<file path="src/rtl/clk_alarm_pkg.sv">
package clk_alarm_pkg;
   localparam int BYTE_W   = 8;
   localparam int OFS_W    = 3;
   localparam int ALARM_N  = 4;

   localparam logic [OFS_W-1:0] OFS_CTRL   = 3'd0;
   localparam logic [OFS_W-1:0] OFS_REF    = 3'd1;
   localparam logic [OFS_W-1:0] OFS_LEVEL  = 3'd2;
   localparam logic [OFS_W-1:0] OFS_CAUSE  = 3'd6;
   localparam logic [OFS_W-1:0] OFS_IDENT  = 3'd7;

   localparam int CTRL_HWSW_BIT  = 7;
   localparam int CTRL_TRIG_BIT  = 6;
   localparam int CTRL_MODE_LSB  = 4;
   localparam int CTRL_ALIGN_BIT = 3;
   localparam int REF_ACT_BIT    = 3;
   localparam int REF_SEL_BIT    = 0;

   typedef enum logic [1:0] {
      PLL_NORMAL   = 2'b00,
      PLL_HOLDOVER = 2'b01,
      PLL_FREERUN  = 2'b10
   } pll_mode_e;

   typedef struct packed {
      logic       hw_switch_en;
      logic       switch_on_holdover;
      logic [1:0] mode;
      logic       align;
   } ctrl_fields_t;
endpackage

</file>
<file path="src/rtl/alarm_sync.sv">
module alarm_sync #(
   parameter int WIDTH  = 5,
   parameter int STAGES = 2
) (
   input  logic             clk,
   input  logic             rst_n,
   input  logic [WIDTH-1:0] async_i,
   output logic [WIDTH-1:0] sync_o
);
   if (STAGES < 2) begin : g_bad_stages
      $error("alarm_sync: STAGES must be at least 2");
   end
   if (WIDTH < 1) begin : g_bad_width
      $error("alarm_sync: WIDTH must be positive");
   end

   for (genvar b = 0; b < WIDTH; b++) begin : g_bit
      logic [STAGES-1:0] chain_q;
      always_ff @(posedge clk or negedge rst_n) begin
         if (!rst_n) chain_q <= '0;
         else        chain_q <= {chain_q[STAGES-2:0], async_i[b]};
      end
      assign sync_o[b] = chain_q[STAGES-1];
   end
endmodule

</file>
<file path="src/rtl/alarm_edge_cause.sv">
module alarm_edge_cause #(
   parameter int N_ALARM = 4,
   localparam int CAUSE_W = 2 * N_ALARM
) (
   input  logic               clk,
   input  logic               rst_n,
   input  logic [N_ALARM-1:0] lvl_i,
   input  logic               clr_i,
   output logic [CAUSE_W-1:0] evt_o,
   output logic [CAUSE_W-1:0] cause_o
);
   logic [N_ALARM-1:0] prev_q;
   logic [CAUSE_W-1:0] cause_q;

   always_ff @(posedge clk or negedge rst_n) begin
      if (!rst_n) prev_q <= '0;
      else        prev_q <= lvl_i;
   end

   for (genvar i = 0; i < N_ALARM; i++) begin : g_pair
      assign evt_o[2*i]   =  lvl_i[i] & ~prev_q[i];
      assign evt_o[2*i+1] = ~lvl_i[i] &  prev_q[i];
   end

   // a clearing read wipes old bits, fresh events still land
   always_ff @(posedge clk or negedge rst_n) begin
      if (!rst_n) cause_q <= '0;
      else        cause_q <= (clr_i ? '0 : cause_q) | evt_o;
   end

   assign cause_o = cause_q;
endmodule

</file>
<file path="src/rtl/alarm_ctrl_regs.sv">
module alarm_ctrl_regs
   import clk_alarm_pkg::*;
#(
   parameter int N_CLKOUT = 4
) (
   input  logic                clk,
   input  logic                rst_n,
   input  logic [OFS_W-1:0]    addr,
   input  logic                wr_en,
   input  logic [BYTE_W-1:0]   wdata,
   output ctrl_fields_t        ctrl_o,
   output logic                ref_sel_o,
   output logic [N_CLKOUT-1:0] clk_en_o,
   output logic                align_pulse_o
);
   if (N_CLKOUT > CTRL_ALIGN_BIT + 1) begin : g_bad_clkout
      $error("alarm_ctrl_regs: enables must fit below the level nibble");
   end

   ctrl_fields_t        ctrl_q;
   logic                ref_sel_q;
   logic [N_CLKOUT-1:0] clk_en_q;
   logic                pulse_q;
   logic                wr_ctrl, wr_ref, wr_lvl;

   assign wr_ctrl = wr_en && (addr == OFS_CTRL);
   assign wr_ref  = wr_en && (addr == OFS_REF);
   assign wr_lvl  = wr_en && (addr == OFS_LEVEL);

   always_ff @(posedge clk or negedge rst_n) begin
      if (!rst_n) begin
         ctrl_q <= '0;
      end else if (wr_ctrl) begin
         ctrl_q.hw_switch_en       <= wdata[CTRL_HWSW_BIT];
         ctrl_q.switch_on_holdover <= wdata[CTRL_TRIG_BIT];
         ctrl_q.mode               <= wdata[CTRL_MODE_LSB +: 2];
         ctrl_q.align              <= wdata[CTRL_ALIGN_BIT];
      end
   end

   always_ff @(posedge clk or negedge rst_n) begin
      if (!rst_n)      ref_sel_q <= 1'b0;
      else if (wr_ref) ref_sel_q <= wdata[REF_SEL_BIT];
   end

   always_ff @(posedge clk or negedge rst_n) begin
      if (!rst_n)      clk_en_q <= '0;
      else if (wr_lvl) clk_en_q <= wdata[N_CLKOUT-1:0];
   end

   // strobe only on a 0 -> 1 change of the stored align bit
   always_ff @(posedge clk or negedge rst_n) begin
      if (!rst_n) pulse_q <= 1'b0;
      else        pulse_q <= wr_ctrl && wdata[CTRL_ALIGN_BIT] && !ctrl_q.align;
   end

   assign ctrl_o        = ctrl_q;
   assign ref_sel_o     = ref_sel_q;
   assign clk_en_o      = clk_en_q;
   assign align_pulse_o = pulse_q;
endmodule

</file>
<file path="src/rtl/clk_alarm_irq_unit.sv">
module clk_alarm_irq_unit
   import clk_alarm_pkg::*;
#(
   parameter int IRQ_LINE    = 5,
   parameter int SYNC_STAGES = 2,
   parameter int N_CLKOUT    = 4
) (
   input  logic                clk,
   input  logic                rst_n,
   input  logic [2:0]          addr,
   input  logic                wr_en,
   input  logic                rd_en,
   input  logic [7:0]          wdata,
   output logic [7:0]          rdata,
   input  logic                pri_lost_i,
   input  logic                sec_lost_i,
   input  logic                holdover_i,
   input  logic                unlock_i,
   input  logic                active_ref_i,
   output logic                irq_o,
   output logic [1:0]          pll_mode_o,
   output logic                hw_switch_en_o,
   output logic                switch_on_holdover_o,
   output logic                ref_sel_o,
   output logic [N_CLKOUT-1:0] clk_out_en_o,
   output logic                align_pulse_o
);
   localparam int CAUSE_W = 2 * ALARM_N;
   localparam int SYNC_W  = ALARM_N + 1;
   localparam int LVL_LSB = BYTE_W - ALARM_N;

   if (IRQ_LINE < 0 || IRQ_LINE > 14) begin : g_bad_irq_line
      $error("clk_alarm_irq_unit: IRQ_LINE must be 0..14, 15 marks absence");
   end
   if (N_CLKOUT != 4) begin : g_bad_clkout
      $error("clk_alarm_irq_unit: the level byte carries exactly four enables");
   end

   logic [SYNC_W-1:0]  raw_in, sync_lvl;
   logic [ALARM_N-1:0] alarm_lvl;
   logic               act_ref;
   logic [CAUSE_W-1:0] evt_vec, cause_q;
   logic               rd_clr;
   ctrl_fields_t       ctrl;
   logic [BYTE_W-1:0]  rd_ctrl, rd_ref, rd_lvl, rd_ident;
   logic [ALARM_N-1:0] lvl_nibble;

   // index order: 0 primary, 1 secondary, 2 holdover, 3 unlock, 4 active ref
   assign raw_in = {active_ref_i, unlock_i, holdover_i, sec_lost_i, pri_lost_i};

   alarm_sync #(.WIDTH(SYNC_W), .STAGES(SYNC_STAGES)) u_sync (
      .clk     (clk),
      .rst_n   (rst_n),
      .async_i (raw_in),
      .sync_o  (sync_lvl)
   );

   assign alarm_lvl = sync_lvl[ALARM_N-1:0];
   assign act_ref   = sync_lvl[ALARM_N];
   assign rd_clr    = rd_en && (addr == OFS_CAUSE);

   alarm_edge_cause #(.N_ALARM(ALARM_N)) u_cause (
      .clk     (clk),
      .rst_n   (rst_n),
      .lvl_i   (alarm_lvl),
      .clr_i   (rd_clr),
      .evt_o   (evt_vec),
      .cause_o (cause_q)
   );

   alarm_ctrl_regs #(.N_CLKOUT(N_CLKOUT)) u_ctrl (
      .clk           (clk),
      .rst_n         (rst_n),
      .addr          (addr),
      .wr_en         (wr_en),
      .wdata         (wdata),
      .ctrl_o        (ctrl),
      .ref_sel_o     (ref_sel_o),
      .clk_en_o      (clk_out_en_o),
      .align_pulse_o (align_pulse_o)
   );

   // level nibble runs from primary at the top down to unlock
   for (genvar k = 0; k < ALARM_N; k++) begin : g_lvl_rev
      assign lvl_nibble[ALARM_N-1-k] = alarm_lvl[k];
   end

   always_comb begin
      rd_ctrl = '0;
      rd_ctrl[CTRL_HWSW_BIT]         = ctrl.hw_switch_en;
      rd_ctrl[CTRL_TRIG_BIT]         = ctrl.switch_on_holdover;
      rd_ctrl[CTRL_MODE_LSB +: 2]    = ctrl.mode;
      rd_ctrl[CTRL_ALIGN_BIT]        = ctrl.align;
      rd_ref = '0;
      rd_ref[REF_ACT_BIT]            = act_ref;
      rd_ref[REF_SEL_BIT]            = ref_sel_o;
      rd_lvl   = {lvl_nibble, clk_out_en_o};
      rd_ident = '0;
      rd_ident[3:0]                  = 4'(IRQ_LINE);
   end

   always_comb begin
      unique case (addr)
         OFS_CTRL:  rdata = rd_ctrl;
         OFS_REF:   rdata = rd_ref;
         OFS_LEVEL: rdata = rd_lvl;
         OFS_CAUSE: rdata = cause_q;
         OFS_IDENT: rdata = rd_ident;
         default:   rdata = '0;
      endcase
   end

   assign irq_o                = |cause_q;
   assign pll_mode_o           = ctrl.mode;
   assign hw_switch_en_o       = ctrl.hw_switch_en;
   assign switch_on_holdover_o = ctrl.switch_on_holdover;
endmodule

</file>
<file path="config.mk">
export PLATFORM = sky130hd
export DESIGN_NAME = clk_alarm_irq_unit
export DESIGN_NICKNAME = d
export VERILOG_FILES = /design/src/rtl/clk_alarm_pkg.sv /design/src/rtl/alarm_sync.sv /design/src/rtl/alarm_edge_cause.sv /design/src/rtl/alarm_ctrl_regs.sv /design/src/rtl/clk_alarm_irq_unit.sv
export SDC_FILE = /design/constraint.sdc
export NUM_CORES = 1
export LEC_CHECK = 0
export BUFFER_PORTS_ARGS = -buffer_cell sky130_fd_sc_hd__buf_2
export CAP_MARGIN = 20
export CORE_ASPECT_RATIO = 1.2
export CORE_MARGIN = 4
export CORE_UTILIZATION = 50
export CTS_CLUSTER_DIAMETER = 50
export DETAILED_ROUTE_END_ITERATION = 8
export MAX_ROUTING_LAYER = met4
export PLACE_DENSITY_LB_ADDON = 0.05
export SKIP_CTS_REPAIR_TIMING = 1
export SLEW_MARGIN = 20
export SYNTH_ARGS = -nofsm -noshare
export SYNTH_HDL_FRONTEND = slang
export SYNTH_HIERARCHICAL = 1
export SYNTH_SLANG_ARGS = --single-unit
</file>
<file path="constraint.sdc">
create_clock -name clk -period 1 [get_ports clk]
set_input_delay 0.1 -clock clk [delete_from_list [all_inputs] [get_ports clk]]
set_output_delay 0.1 -clock clk [all_outputs]
set_load 0.03 [all_outputs]
</file>
==> flow_summary.json, run 1 <==
{
  "rows": 21,
  "floorplan.core_area_um2": 2840,
  "cp-start-kind": "flip-flop",
  "maximum_number_of_pins_on_one_net_before_global_route_repair": 19,
  "final_nets": 195,
  "synth_compound_gate_area_share_pct": 10.2,
  "flow.area_growth_from_synthesis_pct": 49.3,
  "postPlaceCellArea_um2": 1890,
  "combinational_family_with_the_most_area_after_synthesis": "simple AND/OR/NAND/NOR gates",
  "post-route-cell-area_um2": 2230,
  "worst_slew_margin_relative_to_its_limit_pct": 78.5,
  "synth-adder-area-share_pct": 0,
  "finClkSkew_ps": 12.9,
  "clock_insertion_delay_worst_skew_ps": 340,
  "drt_iter0_drc": 35,
  "ys_seq_area_share_pct": 55.4,
  "crit_path_max_fanout": 1,
  "cp_num_buf_inv": 1,
  "postRouteAntennaNets": 0,
  "critical_path_s_top_delay_family": "flip-flops",
  "final.fill_count": 181,
  "clk_pin_slew_ps": 110,
  "maxCapViolations": 0,
  "utilization_pct": 78.5,
  "tritoncts.num_buffers": 5,
  "vias_in_the_first_global_route": 1075,
  "antennaDiodeCount": 0,
  "worst_path_max_delay_cell": "dfrtp_1",
  "grt_remaining_overflow": 0,
  "drt_pass1_iterations": 4,
  "initial_core_util_pct": 52.6,
  "max_slew.worst_pin.slew_ps": 318,
  "dp_slack_ps": -201,
  "gp_congestion": 0.761,
  "design.die.area_um2": 3920,
  "synth-simple-area-share_pct": 16.5,
  "routed_via_density": 5.10,
  "grt_first_pass_wirelength_um": 4800,
  "fin_ws_ps": -449,
  "num_vias": 1071,
  "end_kind": "output pin",
  "syn_area_per_cell_um2": 13.9,
  "placement.io_buffers": 38,
  "post_route_cells_drive_above_1_share_pct": 69.9,
  "postSynthNetCount": 127,
  "maxSlewViolCount": 0,
  "cts_root_buf": "clkbuf_4",
  "post-dp-hpwl_um": 2250,
  "grt_antenna_before_repair": 0,
  "mappedNetlistArea_um2": 1490,
  "failed_checks": "negative setup slack",
  "cts-root-to-sink-buffers": 2,
  "yosys-mux-area-fraction_pct": 11.6,
  "grt.total_usage_pct": 17.6,
  "ys_warn_count": 6,
  "wl_um": 3190,
  "floorplan.die.height_um": 67.8,
  "htree_levels": 2,
  "synthDistinctLibCells": 27,
  "run_status": "finished with violations",
  "cp_data_arrival_time_ps": 1350,
  "critical_path.max_stage_delay_ps": 380,
  "setup_viol": 18,
  "maxClockFrequency_mhz": 690,
  "synth_cells": 107,
  "clock_sink_count": 33,
  "tritoncts": "yes",
  "synth-seq-cells": 33,
  "drc": 0,
  "worst-endpoint-required_ps": 900,
  "die-width_um": 57.9,
  "layout_worst_path_cycle_share_pct": 145,
  "final.min_clock_period_ps": 1450,
  "routed_wire_length_per_instance_um": 15.2,
  "rsz0062_at_grt": "true",
  "static-leakage-power_nw": 0.993,
  "synthXorXnorAreaFrac_pct": 0,
  "num_ports": 39,
  "hp-class": "in2reg",
  "hold_viol": 0,
  "path_cells": "nor4bb_4 > a31oi_2 > o31ai_4 > buf_6",
  "worst-setup-path-type": "reg2out",
  "power.density_cell_area_nw_per_um2": 1510,
  "worst_vdd_drop_uv": 1140
}
[state kept, by name, summed over array words and instances (netlist names)]
signal,count
u_ctrl/ref_sel_o,1
u_cause/prev_q,4
u_ctrl/align_pulse_o,1
u_ctrl/ctrl_o,5
u_cause/cause_o,8
u_ctrl/clk_en_o,4
u_sync/g_bit.chain_q,10
[where the power goes]
part / switching [W] / internal [W]
combinational: 0.000506 / 0.000504
sequential: 0.000133 / 0.00150
clock: 0.000455 / 0.000265
[worst reg2reg max path: cells and delay by family, from the launching register on]
family,cells,cell delay (ps)
compound gates,1,180
buf+inv,1,140
simple gates,1,110
flops,1,420
[worst paths after layout]
path | from | end | slack, ps | cells past startpoint
worst min register to register | u_sync/g_bit[3].chain_q[0] | u_sync/g_bit[3].chain_q[1] | 360 | 0
worst min-delay path | wdata[3] | u_ctrl/clk_en_o[3] | 10 | 2
worst max register to register | u_sync/g_bit[0].chain_q[1] | u_cause/cause_o[0] | 30 | 3
max in group asynchronous | rst_n | u_sync/g_bit[2].chain_q[1] | 350 | 3
worst max-delay path | u_sync/g_bit[4].chain_q[1] | rdata[3] | -450 | 4
min in group asynchronous | rst_n | u_ctrl/align_pulse_o | 140 | 2
[layout by cell type, fill, tap and decap left out, drive strengths merged]
cell / n
buf: 58
dfrtp: 33
dlygate4sd3: 13
mux2: 10
nor2b: 10
a21o: 8
mux2i: 6
clkbuf: 5
a21oi: 4
a211oi: 4
nand3: 3
inv: 2
nand2: 2
nor4: 2
clkinv: 2
and4bb: 2
nor4bb: 2
a31oi: 2
nor2: 1
o31ai: 1
o21ai: 1
a21boi: 1
and3: 1
clkinvlp: 1
nor4b: 1
and3b: 1
[per-stage QoR]
step                      cells  hold slack, ps  total power (W)  setup TNS, ps
final                       210            13.2          0.00336          -3740
after global routing        210           -3.68          0.00353          -4860
after CTS                   194            -407          0.00322          -4720
after detailed placement    186           -24.3          0.00249          -3950
after global placement      186           -27.0          0.00246          -3560
after floorplan             107            -196          0.00221           -180
[per-layer routing]
metal	GRT usage [%]	wire (um)	share of wire, %
met1	19.5	1270	40
met3	5.85	181	5.7
met2	28.1	1690	53
met4	9.57	53	1.7
met5	-	0	0
[synth_stat cells]
cell      number  share of area [%]
dfrtp_1       33                 55
mux2_2        10                7.6
a21o_2         8                4.7
nor2b_4        8                7.4
buf_4          6                3.0
mux2i_1        6                4.0
a211oi_1       4                2.0
a21oi_1        4                1.3
nand3_1        3                1.0
a31oi_1        2               0.84
and4bb_2       2                1.7
inv_1          2               0.50
nand2_1        2               0.50
nor2b_1        2               0.84
nor4_1         2               0.84
nor4bb_1       2                1.3
a21boi_1       1               0.50
and3_2         1               0.50
and3b_1        1               0.59
buf_12         1                1.3
buf_2          1               0.34
buf_6          1               0.75
clkbuf_2       1               0.34
nor2_1         1               0.25
nor4b_4        1                1.6
o21ai_0        1               0.34
o31ai_1        1               0.50
[logic make-up after synthesis]
kind of cell,Yosys count
AO/OA/AOI/OAI,21
buffers and inverters,12
flip-flops,33
multiplexers,16
AND/OR/NAND/NOR,25
[final cells by class]
cell class / instances / area (um2) / share of cell area [%]
clock inverters: 3 / 17.5 / 0.787
flip-flops and latches: 33 / 837 / 37.6
inverters: 2 / 7.51 / 0.337
repair buffers: 71 / 576 / 25.8
multi-input cells: 62 / 709 / 31.9
well taps: 34 / 42.5 / 1.91
clock buffers: 5 / 37.5 / 1.69
Power figures use the tool's default switching activity.
==> run 2, diff against run 1 <==
--- a/config.mk
+++ b/config.mk
@@ -9,7 +9,7 @@
 export CAP_MARGIN = 20
 export CORE_ASPECT_RATIO = 1.2
 export CORE_MARGIN = 4
-export CORE_UTILIZATION = 50
+export CORE_UTILIZATION = 35
 export CTS_CLUSTER_DIAMETER = 50
 export DETAILED_ROUTE_END_ITERATION = 8
 export MAX_ROUTING_LAYER = met4
==> flow_summary.json, run 2 (synthesized netlist as in run 1, its figures left out) <==
{
  "grt_first_pass_wirelength_um": 5140,
  "die-width_um": 67.6,
  "cp-start-kind": "flip-flop",
  "layout_worst_path_cycle_share_pct": 138,
  "antennaDiodeCount": 0,
  "post_route_cells_drive_above_1_share_pct": 71.9,
  "worst_slew_margin_relative_to_its_limit_pct": 78.5,
  "critical_path_s_top_delay_family": "flip-flops",
  "maxClockFrequency_mhz": 724,
  "power.density_cell_area_nw_per_um2": 1740,
  "finClkSkew_ps": 3.04,
  "maxSlewViolCount": 0,
  "maximum_number_of_pins_on_one_net_before_global_route_repair": 34,
  "min_hold_slack_ps": 46.7,
  "placement.io_buffers": 38,
  "final.min_clock_period_ps": 1380,
  "postRouteAntennaNets": 0,
  "final.fill_count": 353,
  "cp_num_buf_inv": 1,
  "hp-class": "in2reg",
  "gp_congestion": 0.766,
  "hold_viol": 0,
  "clk_pin_slew_ps": 70,
  "routed_wire_length_per_instance_um": 14.0,
  "final_nets": 186,
  "path_cells": "nor4_1 > nand2_1 > buf_2",
  "rows": 25,
  "sequential_cell_area_um2": 836,
  "run_status": "finished with violations",
  "drt_pass1_iterations": 4,
  "max_slew.worst_pin.slew_ps": 322,
  "cts_root_buf": "clkbuf_8",
  "maxCapViolations": 0,
  "worst-endpoint-required_ps": 900,
  "cp_data_arrival_time_ps": 1280,
  "clock_insertion_delay_worst_skew_ps": 280,
  "routed_via_density": 4.72,
  "wl_um": 3080,
  "end_kind": "output pin",
  "grt_remaining_overflow": 0,
  "layout.cells.most_common": "dfrtp_1",
  "clock_sink_count": 33,
  "max_ffs_per_register": 10,
  "floorplan.core_area_um2": 4040,
  "num_vias": 1043,
  "rsz0062_at_grt": "true",
  "static-leakage-power_nw": 0.995,
  "setup_viol": 12,
  "critical_path.max_stage_delay_ps": 410,
  "crit_path_max_fanout": 3,
  "drc": 0,
  "cts-root-to-sink-buffers": 2,
  "num_ports": 39,
  "design.die.area_um2": 5370,
  "initial_core_util_pct": 37.0,
  "failed_checks": "negative setup slack",
  "grt_antenna_before_repair": 0,
  "mostFrequentLayoutCells": "25 x dfrtp_1, 24 x buf_2, 16 x buf_4",
  "grt.total_usage_pct": 13.1,
  "worst-setup-path-type": "reg2out",
  "fin_total_pwr_w": 0.00391,
  "htree_levels": 2,
  "top_register": "u_sync/g_bit.chain_q",
  "drt_iter0_drc": 47,
  "worst_path_max_delay_cell": "dfrtp_1",
  "worst_vdd_drop_uv": 843,
  "vias_in_the_first_global_route": 1072,
  "multiInputGateArea_um2": 737,
  "flow.area_growth_from_synthesis_pct": 51.1,
  "post-dp-hpwl_um": 2300,
  "fin_ws_ps": -382,
  "floorplan.die.height_um": 79.5,
  "tritoncts.num_buffers": 5,
  "tritoncts": "yes"
}
[run 2: cell types whose count changed in the layout (fill, tap and decap cells not counted), moves of 2 or more]
cell,before,now
dlygate4sd3_1,13,6
clkbuf_8,0,6
clkbuf_4,5,0
clkinv_2,2,0
mux2i_2,5,3
mux2i_4,0,2
nor4_1,0,2
nor4_2,2,0
[run 2: metal layers]
layer	share of wire (%)	GRT usage [%]	routed length [um]	vias to the layer above
met2	51	20.3	1570	28
li1	-	-	-	492
met3	6.2	3.38	192	5
met5	0	-	0	-
met4	0.97	5.48	30	0
met1	42	16.2	1290	518
[run 2: final cells by class]
cell class / count / share of cell area (%)
clock buffers: 7 / 3.83
flip-flops and latches: 33 / 37.1
well taps: 54 / 3.00
multi-input cells: 62 / 32.7
repair buffers: 62 / 21.7
clock inverters: 1 / 1.33
inverters: 2 / 0.333
[run 2: per-stage QoR]
stage / instances / TNS [ps] / instance area [um2] / util, % / setup WS [ps]
6_report: 221 / -2870 / 2250 / 55.8 / -382
5_1_grt: 221 / -3580 / 2250 / 55.8 / -447
4_1_cts: 213 / -3580 / 2020 / 50.1 / -461
3_5_place_dp: 205 / -5530 / 1910 / 47.2 / -254
3_3_place_gp: 205 / -5260 / 1910 / 47.2 / -244
2_1_floorplan: 107 / -180 / 1610 / - / -54.4
[run 2: report_power, final]
part	switching [W]	internal, W
clock	0.000462	0.000812
sequential	0.000120	0.00150
combinational	0.000510	0.000513
[run 2: path summary, 6_finish.rpt]
check	from	to	slack (ps)	cells after the start
max	u_cause/cause_o[7]	irq_o	-380	3
min	wdata[7]	u_ctrl/ctrl_o[4]	50	2
max reg2reg	u_ctrl/ref_sel_o	u_ctrl/ref_sel_o	-20	3
min reg2reg	u_sync/g_bit[0].chain_q[0]	u_sync/g_bit[0].chain_q[1]	350	0
max in group asynchronous	rst_n	u_ctrl/clk_en_o[2]	520	3
min in group asynchronous	rst_n	u_ctrl/align_pulse_o	300	3
[run 2: worst register-to-register path, cell delays in order, from the launching register on]
cell     delay [ps]
dfrtp_2         400
buf_4           130
buf_4           130
mux2_2          250
